**config.mk**
```make
export PLATFORM = sky130hd
export DESIGN_NAME = bidir_track_bridge
export DESIGN_NICKNAME = d
export VERILOG_FILES = /design/src/rtl/bridge_pkg.sv /design/src/rtl/bridge_fsm.sv /design/src/rtl/bridge_lane.sv /design/src/rtl/bidir_track_bridge.sv
export SDC_FILE = /design/constraint.sdc
export NUM_CORES = 1
export LEC_CHECK = 0
export BUFFER_PORTS_ARGS = -buffer_cell sky130_fd_sc_hd__buf_2
export CAP_MARGIN = 20
export CORE_ASPECT_RATIO = 1.1
export CORE_MARGIN = 8
export CORE_UTILIZATION = 35
export DETAILED_ROUTE_END_ITERATION = 10
export GPL_TIMING_DRIVEN = 0
export PLACE_DENSITY = 0.72
export SLEW_MARGIN = 20
export SYNTH_ARGS = -nofsm -noshare
export SYNTH_HDL_FRONTEND = slang
export SYNTH_SLANG_ARGS = --single-unit
export TNS_END_PERCENT = 5
```
**constraint.sdc**
```tcl
create_clock -name clk -period 1.84 [get_ports clk]
set_clock_uncertainty 0.15 [all_clocks]
set_input_delay 0.184 -clock clk [delete_from_list [all_inputs] [get_ports clk]]
set_output_delay 0.184 -clock clk [all_outputs]
set_load 0.01 [all_outputs]
```
**src/rtl/bridge_pkg.sv**
```systemverilog
package bridge_pkg;

    typedef enum logic [2:0] {
        ST_IDLE  = 3'd0,
        ST_ADDR  = 3'd1,
        ST_WDATA = 3'd2,
        ST_RDATA = 3'd3,
        ST_CLASH = 3'd4
    } bridge_state_e;

endpackage

```
**src/rtl/bridge_fsm.sv**
```systemverilog
module bridge_fsm
    import bridge_pkg::*;
(
    input  logic clk,
    input  logic rst_n,
    input  logic mode_en,
    input  logic sel_addr,
    input  logic sel_wr,
    input  logic sel_rd,
    input  logic ale,
    input  logic rd,
    input  logic wr,
    output logic cap_port,
    output logic cap_lbus,
    output logic drive_port,
    output logic drive_lbus,
    output logic clash
);

    bridge_state_e state_q, state_d;

    // next-state decision, priority ordered
    always_comb begin
        if (!mode_en)
            state_d = ST_IDLE;
        else if (rd && wr)
            state_d = ST_CLASH;
        else if (sel_addr && ale)
            state_d = ST_ADDR;
        else if (sel_wr && wr)
            state_d = ST_WDATA;
        else if (sel_rd && rd)
            state_d = ST_RDATA;
        else
            state_d = ST_IDLE;
    end

    always_ff @(posedge clk or negedge rst_n) begin
        if (!rst_n)
            state_q <= ST_IDLE;
        else
            state_q <= state_d;
    end

    // capture strobes for the data lanes, taken from the next state
    always_comb begin
        cap_port = 1'b0;
        cap_lbus = 1'b0;
        unique case (state_d)
            ST_ADDR, ST_WDATA: cap_port = 1'b1;
            ST_RDATA:          cap_lbus = 1'b1;
            ST_IDLE, ST_CLASH: ;
            default:           ;
        endcase
    end

    // outputs decoded from the registered state
    always_comb begin
        drive_port = 1'b0;
        drive_lbus = 1'b0;
        clash      = 1'b0;
        unique case (state_q)
            ST_ADDR, ST_WDATA: drive_port = 1'b1;
            ST_RDATA:          drive_lbus = 1'b1;
            ST_CLASH:          clash      = 1'b1;
            ST_IDLE:           ;
            default:           ;
        endcase
    end

    // one direction at a time
    p_one_side_r9: assert property (@(posedge clk) disable iff (!rst_n)
        !(drive_port && drive_lbus));

    // a clash state never drives
    p_clash_quiet_r7: assert property (@(posedge clk) disable iff (!rst_n)
        clash |-> (!drive_port && !drive_lbus));

endmodule

```
**src/rtl/bridge_lane.sv**
```systemverilog
module bridge_lane (
    input  logic clk,
    input  logic rst_n,
    input  logic cap_port,
    input  logic cap_lbus,
    input  logic drive_port,
    input  logic drive_lbus,
    input  logic lbus_bit,
    input  logic port_bit,
    output logic port_oe_bit,
    output logic port_out_bit,
    output logic lbus_oe_bit,
    output logic lbus_out_bit
);

    logic to_port_q;
    logic to_lbus_q;

    always_ff @(posedge clk or negedge rst_n) begin
        if (!rst_n) begin
            to_port_q <= 1'b0;
            to_lbus_q <= 1'b0;
        end else begin
            if (cap_port) to_port_q <= lbus_bit;
            if (cap_lbus) to_lbus_q <= port_bit;
        end
    end

    assign port_oe_bit  = drive_port;
    assign port_out_bit = drive_port & to_port_q;
    assign lbus_oe_bit  = drive_lbus;
    assign lbus_out_bit = drive_lbus & to_lbus_q;

endmodule

```
**src/rtl/bidir_track_bridge.sv**
```systemverilog
module bidir_track_bridge #(
    parameter int W = 8
) (
    input  logic         clk,
    input  logic         rst_n,
    input  logic         mode_en,
    input  logic         sel_addr,
    input  logic         sel_wr,
    input  logic         sel_rd,
    input  logic         ale,
    input  logic         rd,
    input  logic         wr,
    input  logic [W-1:0] lbus_in,
    input  logic [W-1:0] port_in,
    output logic [W-1:0] port_oe,
    output logic [W-1:0] port_out,
    output logic [W-1:0] lbus_oe,
    output logic [W-1:0] lbus_out,
    output logic         clash
);

    localparam logic [W-1:0] ALL_ON = {W{1'b1}};

    logic cap_port, cap_lbus, drive_port, drive_lbus;

    bridge_fsm u_fsm (
        .clk       (clk),
        .rst_n     (rst_n),
        .mode_en   (mode_en),
        .sel_addr  (sel_addr),
        .sel_wr    (sel_wr),
        .sel_rd    (sel_rd),
        .ale       (ale),
        .rd        (rd),
        .wr        (wr),
        .cap_port  (cap_port),
        .cap_lbus  (cap_lbus),
        .drive_port(drive_port),
        .drive_lbus(drive_lbus),
        .clash     (clash)
    );

    for (genvar i = 0; i < W; i++) begin : g_lane
        bridge_lane u_lane (
            .clk         (clk),
            .rst_n       (rst_n),
            .cap_port    (cap_port),
            .cap_lbus    (cap_lbus),
            .drive_port  (drive_port),
            .drive_lbus  (drive_lbus),
            .lbus_bit    (lbus_in[i]),
            .port_bit    (port_in[i]),
            .port_oe_bit (port_oe[i]),
            .port_out_bit(port_out[i]),
            .lbus_oe_bit (lbus_oe[i]),
            .lbus_out_bit(lbus_out[i])
        );
    end

    // the whole port switches together
    p_whole_port_r2: assert property (@(posedge clk) disable iff (!rst_n)
        (port_oe == '0 || port_oe == ALL_ON) && (lbus_oe == '0 || lbus_oe == ALL_ON));

    // gate low means silence next cycle
    p_gate_off_r8: assert property (@(posedge clk) disable iff (!rst_n)
        !mode_en |=> (port_oe == '0 && lbus_oe == '0 && !clash));

    // simultaneous strobes flag a clash
    p_clash_flag_r7: assert property (@(posedge clk) disable iff (!rst_n)
        (mode_en && rd && wr) |=> (clash && port_oe == '0 && lbus_oe == '0));

    // address pass forwards the sampled local bus
    p_addr_pass_r3: assert property (@(posedge clk) disable iff (!rst_n)
        (mode_en && sel_addr && ale && !(rd && wr)) |=>
            (port_oe == ALL_ON && port_out == $past(lbus_in)));

    // read pass returns the sampled port
    p_read_pass_r5: assert property (@(posedge clk) disable iff (!rst_n)
        (mode_en && sel_rd && rd && !wr && !(sel_addr && ale)) |=>
            (lbus_oe == ALL_ON && lbus_out == $past(port_in)));

endmodule

```
==> results.sh <==
export IMPL_rows=21
export IMPL_leakagePower_uw=0.000950
export IMPL_cap_violations=0
export IMPL_synth_edf_count=0
export IMPL_arrival_ps=1490
export IMPL_drc=0
export IMPL_r2r_slack_ps=920
export IMPL_grt_pass1_wl_mm=4.13
export IMPL_relSlewSlack_pct=72.0
export IMPL_yosysMostFrequentCell="buf_4"
export IMPL_antenna_left=0
export IMPL_grt_setup_unrepaired="true"
export IMPL_grt_max_degree=20
export IMPL_synthDistinctLibCells=15
export IMPL_nets=210
export IMPL_clk_latency_ps=280
export IMPL_grt_pass1_vias=998
export IMPL_crit_path_frequent_cell="buf_6"
export IMPL_period_needed_ps=1830
export IMPL_cts_sinks=19
export IMPL_detail_route_wl_per_cell_um=13.0
export IMPL_wl_mm=2.84
export IMPL_num_io_pins=58
export IMPL_ys_seq_area_share_pct=42.5
export IMPL_dpl_instance_area_mm2=0.00145
export IMPL_stdcell_area_mm2=0.00178
export IMPL_max_slew_worst_pin_slew_ps=420
export IMPL_dieArea_mm2=0.00526
export IMPL_drt_initial_drc_count=17
export IMPL_hold_class="input pin to flip-flop"
export IMPL_start_kind="flip-flop"
export IMPL_synth_top_area_share_pct=42.5
export IMPL_die_h_um=75.3
export IMPL_synth_xor_xnor_area_share_pct=0.783
export IMPL_place_port_buffers=57
export IMPL_antenna_diode_count=0
export IMPL_critPathMaxStageDelay_ps=470
export IMPL_area_delta_synth_final_pct=58.9
export IMPL_cp_data_required_time_ps=1510
export IMPL_h_tree_depth=1
export IMPL_die_w_um=69.9
export IMPL_path_class="flip-flop to output pin"
export IMPL_synthArstFlopShare_pct=100
export IMPL_synth_top_area_cell="dfrtp_1"
export IMPL_crit_chain="xnor2_4 > nor2_4 > and2_4 > buf_6 > buf_6"
export IMPL_synthCells=100
export IMPL_antenna_found_initial=0
export IMPL_worst_slack_ps=11.7
export IMPL_synth_area_mm2=0.00112
export IMPL_clockRootBuffer="clkbuf_4"
export IMPL_ys_warn_count=0
export IMPL_ys_ff_latch=19
export IMPL_path_max_fanout=5
export IMPL_dp_hpwl_mm=1.97
export IMPL_finalHoldViolations=0
export IMPL_fin_crit_sh_pct=99.4
export IMPL_synth_area_leaders="dfrtp_1, buf_4, mux2_2"
export IMPL_grt_use_total_pct=9.46
export IMPL_synthesis_nets=125
export IMPL_synth_top_family_by_area="buffers and inverters"
export IMPL_finalSetupTns_ps=0
export IMPL_netlist_top_cells_count="buf_4, dfrtp_1, and2_1, mux2_2, nand2_1"
export IMPL_crit_family="flip-flops"
export IMPL_cts_tree="done"
export IMPL_cts_buffers=3
export IMPL_routed_via_density=4.32
export IMPL_drive_above_1_share_pct=70.1
export IMPL_cts_buffer_depth=2
export IMPL_synth_compound_area_share_pct=4.70
export IMPL_fmax_mhz=547
export IMPL_num_vias=941
export IMPL_vdd_drop_max_v=0.000395
export IMPL_crit_slowest_cell="dfrtp_2"
export IMPL_initial_core_util_pct=36.7
export IMPL_ys_flop_type="dfrtp_1"
export IMPL_core_area_mm2=0.00305
export IMPL_status="finished, final reports clean"
export IMPL_synth_avg_cell_area_um2=11.2
export IMPL_gp_congestion=0.672
export IMPL_grt_overflow=0
export IMPL_slew_violations=0
export IMPL_finalSetupViolCount=0
export IMPL_end_kind="output pin"
export IMPL_synth_area_mux_share_pct=16.1
export IMPL_dp_slack_ps=-136
export IMPL_first_pass_iters=3
export IMPL_synthSimpleGateAreaFrac_pct=14.4
export IMPL_clk_pin_slew_worst_paths_ps=100
export IMPL_path_buf_inv=2
export IMPL_power_density_mw_per_mm2=601
export IMPL_fin_worst_hold_slack_ps=23.9
export IMPL_synthAdderAreaFrac_pct=0
## path summary, 6_finish.rpt
kind                                         endpoint                  startpoint  cells past startpoint
min in group asynchronous  g_lane[3].u_lane.to_lbus_q                       rst_n                      2
max in group asynchronous            u_fsm.state_q[1]                       rst_n                      2
hold / removal                       u_fsm.state_q[0]                      sel_rd                      3
setup reg to reg           g_lane[1].u_lane.to_port_q  g_lane[1].u_lane.to_port_q                      1
hold reg to reg            g_lane[1].u_lane.to_lbus_q  g_lane[1].u_lane.to_lbus_q                      1
setup / recovery                          port_out[3]            u_fsm.state_q[0]                      5
## kinds of logic (layout without fill, tap and decap cells)
| kind of cell | after synthesis | count (layout) |
|---|---|---|
| multiplexers | 16 | 16 |
| AO/OA/AOI/OAI | 5 | 5 |
| flip-flops | 19 | 19 |
| buffers and inverters | 32 | 114 |
| AND/OR/NAND/NOR | 27 | 29 |
| XOR/XNOR | 1 | 1 |
## layout by cell type (no fill, tap or decap), drive strengths merged
master / instances
clkbuf: 4
nand3b: 1
a21bo: 1
buf: 93
mux2: 16
dlygate4sd3: 17
nand2: 4
and2: 16
nor2: 4
a21oi: 3
xnor2: 1
o21ai: 1
dfrtp: 19
nor3b: 1
and3: 2
nand4b: 1
## routing by layer
metal	wire [um]	vias up	track usage, %
met3	140	2	2.73
met1	1110	442	9.38
li1	-	472	-
met5	0	-	0
met4	18	0	5.36
met2	1580	25	17.7
## stage by stage
step	total power (uW)	util [%]	instances
after floorplan	708	-	100
after global placement	794	47.5	191
after detailed placement	808	47.5	191
after CTS	1050	54.4	212
after global routing	1130	58.3	218
final	1070	58.3	218
## registers in the layout, indices dropped and copies added (netlist names)
| signal | count |
|---|---|
| g_lane.u_lane.to_lbus_q | 8 |
| g_lane.u_lane.to_port_q | 8 |
| u_fsm.state_q | 3 |
## report_power, final
group	switching (uW)	leakage, uW	total [uW]	internal, uW
logic	114	0.000706	325	210
clock network	118	0.0000150	202	84.2
registers	41.6	0.000228	541	499
total	274	0.000950	1070	794
## timing repair
item                       CTS  global route
setup buffers                0             5
hold buffers                17             0
setup endpoints to repair   32            24
pin swaps                    2             8
hold endpoints to repair    35             0
resized for setup            4            18
cloned                       0             2
## cell type report
type / count / area (um^2)
fillers: 272 / 1270
repair buffers: 79 / 519
flip-flops and latches: 19 / 478
multi-input cells: 51 / 472
plain buffers: 31 / 240
well taps: 34 / 42.5
clock buffers: 4 / 26.3
Note: power is estimated with default switching activity, not from simulation.
